`src/rtl/div6_pkg.sv`:
```
package div6_pkg;
    localparam int unsigned DIV6_RATIO_DEFAULT = 6;
    localparam int unsigned DIV6_PHASE_W_DEFAULT = 3;

    function automatic int unsigned div6_cnt_width(input int unsigned ratio);
        return (ratio <= 2) ? 1 : $clog2(ratio);
    endfunction
endpackage

```
`src/rtl/div6_phase_ctrl.sv`:
```
module div6_phase_ctrl
    import div6_pkg::*;
#(
    parameter int unsigned DIV_RATIO = DIV6_RATIO_DEFAULT,
    parameter int unsigned PHASE_W   = DIV6_PHASE_W_DEFAULT,
    localparam int unsigned CNT_W    = div6_cnt_width(DIV_RATIO)
) (
    input  logic               clk,
    input  logic               rst_n,
    input  logic               wr_en,
    input  logic [PHASE_W-1:0] wr_phase,
    input  logic               wr_oneshot,
    output logic               load_o,
    output logic [CNT_W-1:0]   phase_eff_o
);
    typedef struct packed {
        logic [PHASE_W-1:0] phase;
        logic               armed;
    } ctrl_t;

    ctrl_t ctrl_d, ctrl_q;

    always_comb begin
        ctrl_d = ctrl_q;
        if (wr_en) begin
            ctrl_d.phase = wr_phase;
            ctrl_d.armed = wr_oneshot;
        end else begin
            ctrl_d.armed = 1'b0;
        end
    end

    always_ff @(posedge clk) begin
        if (!rst_n) begin
            ctrl_q <= '0;
        end else begin
            ctrl_q <= ctrl_d;
        end
    end

    assign load_o      = ctrl_q.armed;
    assign phase_eff_o = (int'(ctrl_q.phase) >= int'(DIV_RATIO)) ? '0 : CNT_W'(ctrl_q.phase);
endmodule

```
`src/rtl/div6_counter.sv`:
```
module div6_counter
    import div6_pkg::*;
#(
    parameter int unsigned DIV_RATIO = DIV6_RATIO_DEFAULT,
    localparam int unsigned CNT_W    = div6_cnt_width(DIV_RATIO)
) (
    input  logic             clk,
    input  logic             rst_n,
    input  logic             load_i,
    input  logic [CNT_W-1:0] phase_i,
    output logic [CNT_W-1:0] cnt_o,
    output logic             clk_o,
    output logic             strobe_o
);
    localparam logic [CNT_W-1:0] LAST_CNT = CNT_W'(DIV_RATIO - 1);
    localparam logic [CNT_W-1:0] HIGH_CNT = CNT_W'(DIV_RATIO / 2);

    typedef struct packed {
        logic [CNT_W-1:0] cnt;
        logic [CNT_W-1:0] anchor;
        logic             clk;
        logic             strobe;
    } div_t;

    div_t div_d, div_q;

    always_comb begin
        div_d = div_q;
        if (load_i) begin
            div_d.cnt    = phase_i;
            div_d.anchor = phase_i;
            div_d.strobe = 1'b0;
        end else begin
            div_d.cnt    = (div_q.cnt == LAST_CNT) ? '0 : div_q.cnt + 1'b1;
            div_d.strobe = (div_d.cnt == div_q.anchor);
        end
        div_d.clk = (div_d.cnt < HIGH_CNT);
    end

    always_ff @(posedge clk) begin
        if (!rst_n) begin
            div_q.cnt    <= '0;
            div_q.anchor <= '0;
            div_q.clk    <= 1'b1;
            div_q.strobe <= 1'b0;
        end else begin
            div_q <= div_d;
        end
    end

    assign cnt_o    = div_q.cnt;
    assign clk_o    = div_q.clk;
    assign strobe_o = div_q.strobe;
endmodule

```
`src/rtl/clkdiv6_phase.sv`:
```
module clkdiv6_phase
    import div6_pkg::*;
#(
    parameter int unsigned DIV_RATIO = DIV6_RATIO_DEFAULT,
    parameter int unsigned PHASE_W   = DIV6_PHASE_W_DEFAULT
) (
    input  logic               clk,
    input  logic               rst_n,
    input  logic               wr_en,
    input  logic [PHASE_W-1:0] wr_phase,
    input  logic               wr_oneshot,
    output logic               div_clk_o,
    output logic               phase_strobe_o
);
    localparam int unsigned CNT_W = div6_cnt_width(DIV_RATIO);

    logic             load_w;
    logic [CNT_W-1:0] phase_eff_w;
    logic [CNT_W-1:0] cnt_w;

    div6_phase_ctrl #(
        .DIV_RATIO (DIV_RATIO),
        .PHASE_W   (PHASE_W)
    ) u_ctrl (
        .clk         (clk),
        .rst_n       (rst_n),
        .wr_en       (wr_en),
        .wr_phase    (wr_phase),
        .wr_oneshot  (wr_oneshot),
        .load_o      (load_w),
        .phase_eff_o (phase_eff_w)
    );

    div6_counter #(
        .DIV_RATIO (DIV_RATIO)
    ) u_cnt (
        .clk      (clk),
        .rst_n    (rst_n),
        .load_i   (load_w),
        .phase_i  (phase_eff_w),
        .cnt_o    (cnt_w),
        .clk_o    (div_clk_o),
        .strobe_o (phase_strobe_o)
    );
endmodule

```
`config.mk`:
```
export PLATFORM = sky130hd
export DESIGN_NAME = clkdiv6_phase
export DESIGN_NICKNAME = d
export VERILOG_FILES = /design/src/rtl/div6_pkg.sv /design/src/rtl/div6_phase_ctrl.sv /design/src/rtl/div6_counter.sv /design/src/rtl/clkdiv6_phase.sv
export SDC_FILE = /design/constraint.sdc
export NUM_CORES = 1
export LEC_CHECK = 0
export BUFFER_PORTS_ARGS = -buffer_cell sky130_fd_sc_hd__buf_4
export CORE_UTILIZATION = 35
export CTS_BUF_LIST = sky130_fd_sc_hd__clkbuf_4
export DETAILED_ROUTE_END_ITERATION = 8
export SLEW_MARGIN = 20
export SYNTH_ARGS = -nofsm -noshare
export SYNTH_HDL_FRONTEND = slang
export SYNTH_SLANG_ARGS = --single-unit
```
`constraint.sdc`:
```
create_clock -name clk -period 1.05 [get_ports clk]
set_input_delay 0.0525 -clock clk [delete_from_list [all_inputs] [get_ports clk]]
set_output_delay 0.0525 -clock clk [all_outputs]
set_load 0.05 [all_outputs]
```
==> results.cfg <==
[status]
status = finished, violations left
violations = negative setup slack

[routing]
firstDrtPassIters = 2
wl_per_cell_um = 11.6
drt_first_iter_violations = 1
ant_nets = 0
routed_wirelength_mm = 1.10
avgViaCountPerCell = 5.17
via_count = 491
drc = 0

[global_routing]
overflow = 0
grt_pass1_vias = 486
grt_start_max_net_pins = 13
antenna_found_initial = 0
grt.total_usage_pct = 14.7
grt_pass1_wl_mm = 1.99

[sta]
fin_crit_ns = 1.07
tightest_slew_ns = 0.315
fin_skew_ns = 0.00455
rsz0062_at_grt = yes
fmaxAchievable_ghz = 0.932
setup_violations = 1
final-max-slew-violation-count = 0
maxSlewHeadroom_pct = 78.7
timing.hold.ws_ns = 0.0221
hold_viol = 0
fin_crit_sh_pct = 102
setup_slack_ns = -0.0226
fin_tns_setup_ns = -0.0226

[clock_tree]
cts_tree = done
ctsHoldBuffers = 0
clockRootBuffer = clkbuf_4
h-tree-depth = 1
cts_buffer_depth = 2
clk_latency_ns = 0.27
cts.clk_slew.worst_paths_ns = 0.07
cts_buffers = 3
cts_sinks = 12

[setup_path]
cp-start-kind = flop
r2r_cells = 3
path_max_fanout = 8
r2r_end = u_cnt.strobe_o$_SDFF_PP0_
crit_required_ns = 1.20
critPathCaptureType = flop
r2r_setup_slack_ns = -0.02
worstReg2RegStart = u_cnt.cnt_o[2]$_SDFF_PN0_
worstPathArrival_ns = 1.22
path_class = flop to flop

[floorplanning]
die_h_um = 42.6
die_area_um2 = 1820
rows = 14
core_um2 = 1520
ioPinCount = 9
die_x_um = 42.6
start_util_pct = 37.9

[power]
power_density_nw_per_um2 = 1240
vdd_drop_max_mv = 0.674
p_leak_uw = 0.000327

[cells_and_area]
syn_to_final_growth_pct = 34.4
layout_common_cells = buf_4 (17), nor2b_1 (6), dfxtp_1 (6), mux2i_1 (4), dfxtp_2 (4)
fin_area_um2 = 777
fin_util_pct = 51.0
nets = 87
n_antenna_cell = 0
layout_commonest_cell = buf_4
layout-drive-gt1-share_pct = 44.3

[synthesis]
ys_seq_area_share_pct = 41.6
syn_area_um2 = 578
syn_avg_cell_area_um2 = 9.63
netlist_instances = 60
yosys_register_bits = 12
synth.distinct_cells = 29
yosys_warnings = 0
synthesis.nets = 67

[placed_design]
dpl_cell_area_um2 = 698
place_hpwl_um = 819
preCtsSetupSlack_ns = -0.0602
gp_congestion = 0.817
io_buffer_count = 8

[min_path]
hold_path_class = input pin to flop
hold_depth = 2
whs_endpoint = u_ctrl.load_o$_SDFF_PN0_
hp-start = wr_oneshot

[run]
cap_violations = 0
## Yosys cell counts (all sizes together)
| library cell | number | area share, % |
|---|---|---|
| nand2b | 1 | 1.1 |
| a21oi | 3 | 3.9 |
| nor3 | 2 | 1.7 |
| and2 | 2 | 2.2 |
| buf | 2 | 2.8 |
| nor2 | 2 | 1.3 |
| dfxtp | 12 | 42 |
| a21boi | 1 | 1.3 |
| o41ai | 1 | 1.5 |
| o21ai | 2 | 1.7 |
| mux2i | 4 | 6.9 |
| nand3b | 1 | 1.3 |
| and3b | 1 | 1.5 |
| nand3 | 2 | 1.7 |
| nor4 | 2 | 2.2 |
| o311a | 1 | 3.7 |
| inv | 2 | 1.3 |
| o21a | 2 | 2.6 |
| and4 | 1 | 1.7 |
| nor3b | 1 | 1.3 |
| and4bb | 1 | 2.2 |
| nand2 | 3 | 1.9 |
| nor4b | 1 | 1.5 |
| clkbuf | 1 | 0.65 |
| nor4bb | 1 | 1.7 |
| and3 | 2 | 2.2 |
| nor2b | 6 | 6.5 |
## worst max-delay path by stage
stage / startpoint / slack (ns) / to / cells past startpoint
final: u_cnt.cnt_o[2]$_SDFF_PN0_ / -0.02 / u_cnt.strobe_o$_SDFF_PP0_ / 3
after global routing: u_cnt.cnt_o[0]$_SDFF_PN0_ / -0.06 / u_cnt.cnt_o[1]$_SDFF_PN0_ / 4
after CTS: u_cnt.cnt_o[2]$_SDFF_PN0_ / -0.03 / u_cnt.strobe_o$_SDFF_PP0_ / 3
after global placement: u_ctrl.load_o$_SDFF_PN0_ / -0.04 / u_cnt.clk_o$_SDFF_PN1_ / 4
after detailed placement: u_cnt.cnt_o[2]$_SDFF_PN0_ / -0.06 / u_cnt.clk_o$_SDFF_PN1_ / 3
after floorplan: u_cnt.cnt_o[2]$_SDFF_PN0_ / -0.02 / u_cnt.strobe_o$_SDFF_PP0_ / 4
## what timing repair did
| item | in CTS | in global routing |
|---|---|---|
| buffers inserted | 2 | 0 |
| hold endpoints to repair | 0 | 0 |
| cloned | 0 | 0 |
| resized for setup | 16 | 0 |
| pin swaps | 4 | 0 |
| endpoints found under the setup margin | 4 | 3 |
## layout make-up
type | instances | area, um^2
clock buffers | 3 | 22.5
clock inverters | 1 | 3.75
fillers | 149 | 747
inverters | 2 | 7.51
multi-input cells | 43 | 332
flip-flops and latches | 12 | 253
well taps | 16 | 20.0
repair buffers | 18 | 139
## state kept, by name (all words and copies together) (netlist names)
name	cells
u_cnt.strobe_o	1
u_cnt.clk_o	1
u_cnt.div_q	3
u_ctrl.load_o	1
u_ctrl.ctrl_q	3
u_cnt.cnt_o	3
## kinds of logic (layout without fill, tap and decap cells)
kind of cell	count (synthesis)	after routing	synth area share (%)
AOI/OAI and AO/OA	10	10	14.7
muxes	4	4	6.93
buffers and inverters	5	24	4.76
DFF	12	12	41.6
and+or+nand+nor	29	29	32.0
## worst max-delay path, stage by stage (launching register included)
cell and delay [ns]:
dfxtp_4 0.37, and4_4 0.18, o41ai_2 0.30, nand3_1 0.10
## metrics by stage
step	instances	power (uW)
floorplan	60	614
global placement	89	666
detailed placement	89	669
CTS	95	975
global route	95	1020
finish	95	960
## per-layer routing
metal,global-route usage (%),vias to the layer above,part of all wire [%]
met5,0,-,0
met4,7.50,0,1.0
met3,3.88,2,3.6
met2,22.4,9,49
met1,18.7,226,46
li1,-,254,-
## power breakdown
group	switching (uW)	total [uW]	internal [uW]	leakage, uW
clock	145	283	137	0.0000154
combinational	76.8	167	90.2	0.000210
sequential	28.2	510	482	0.000101
total	250	960	710	0.000327
Power figures use the tool's default switching activity.
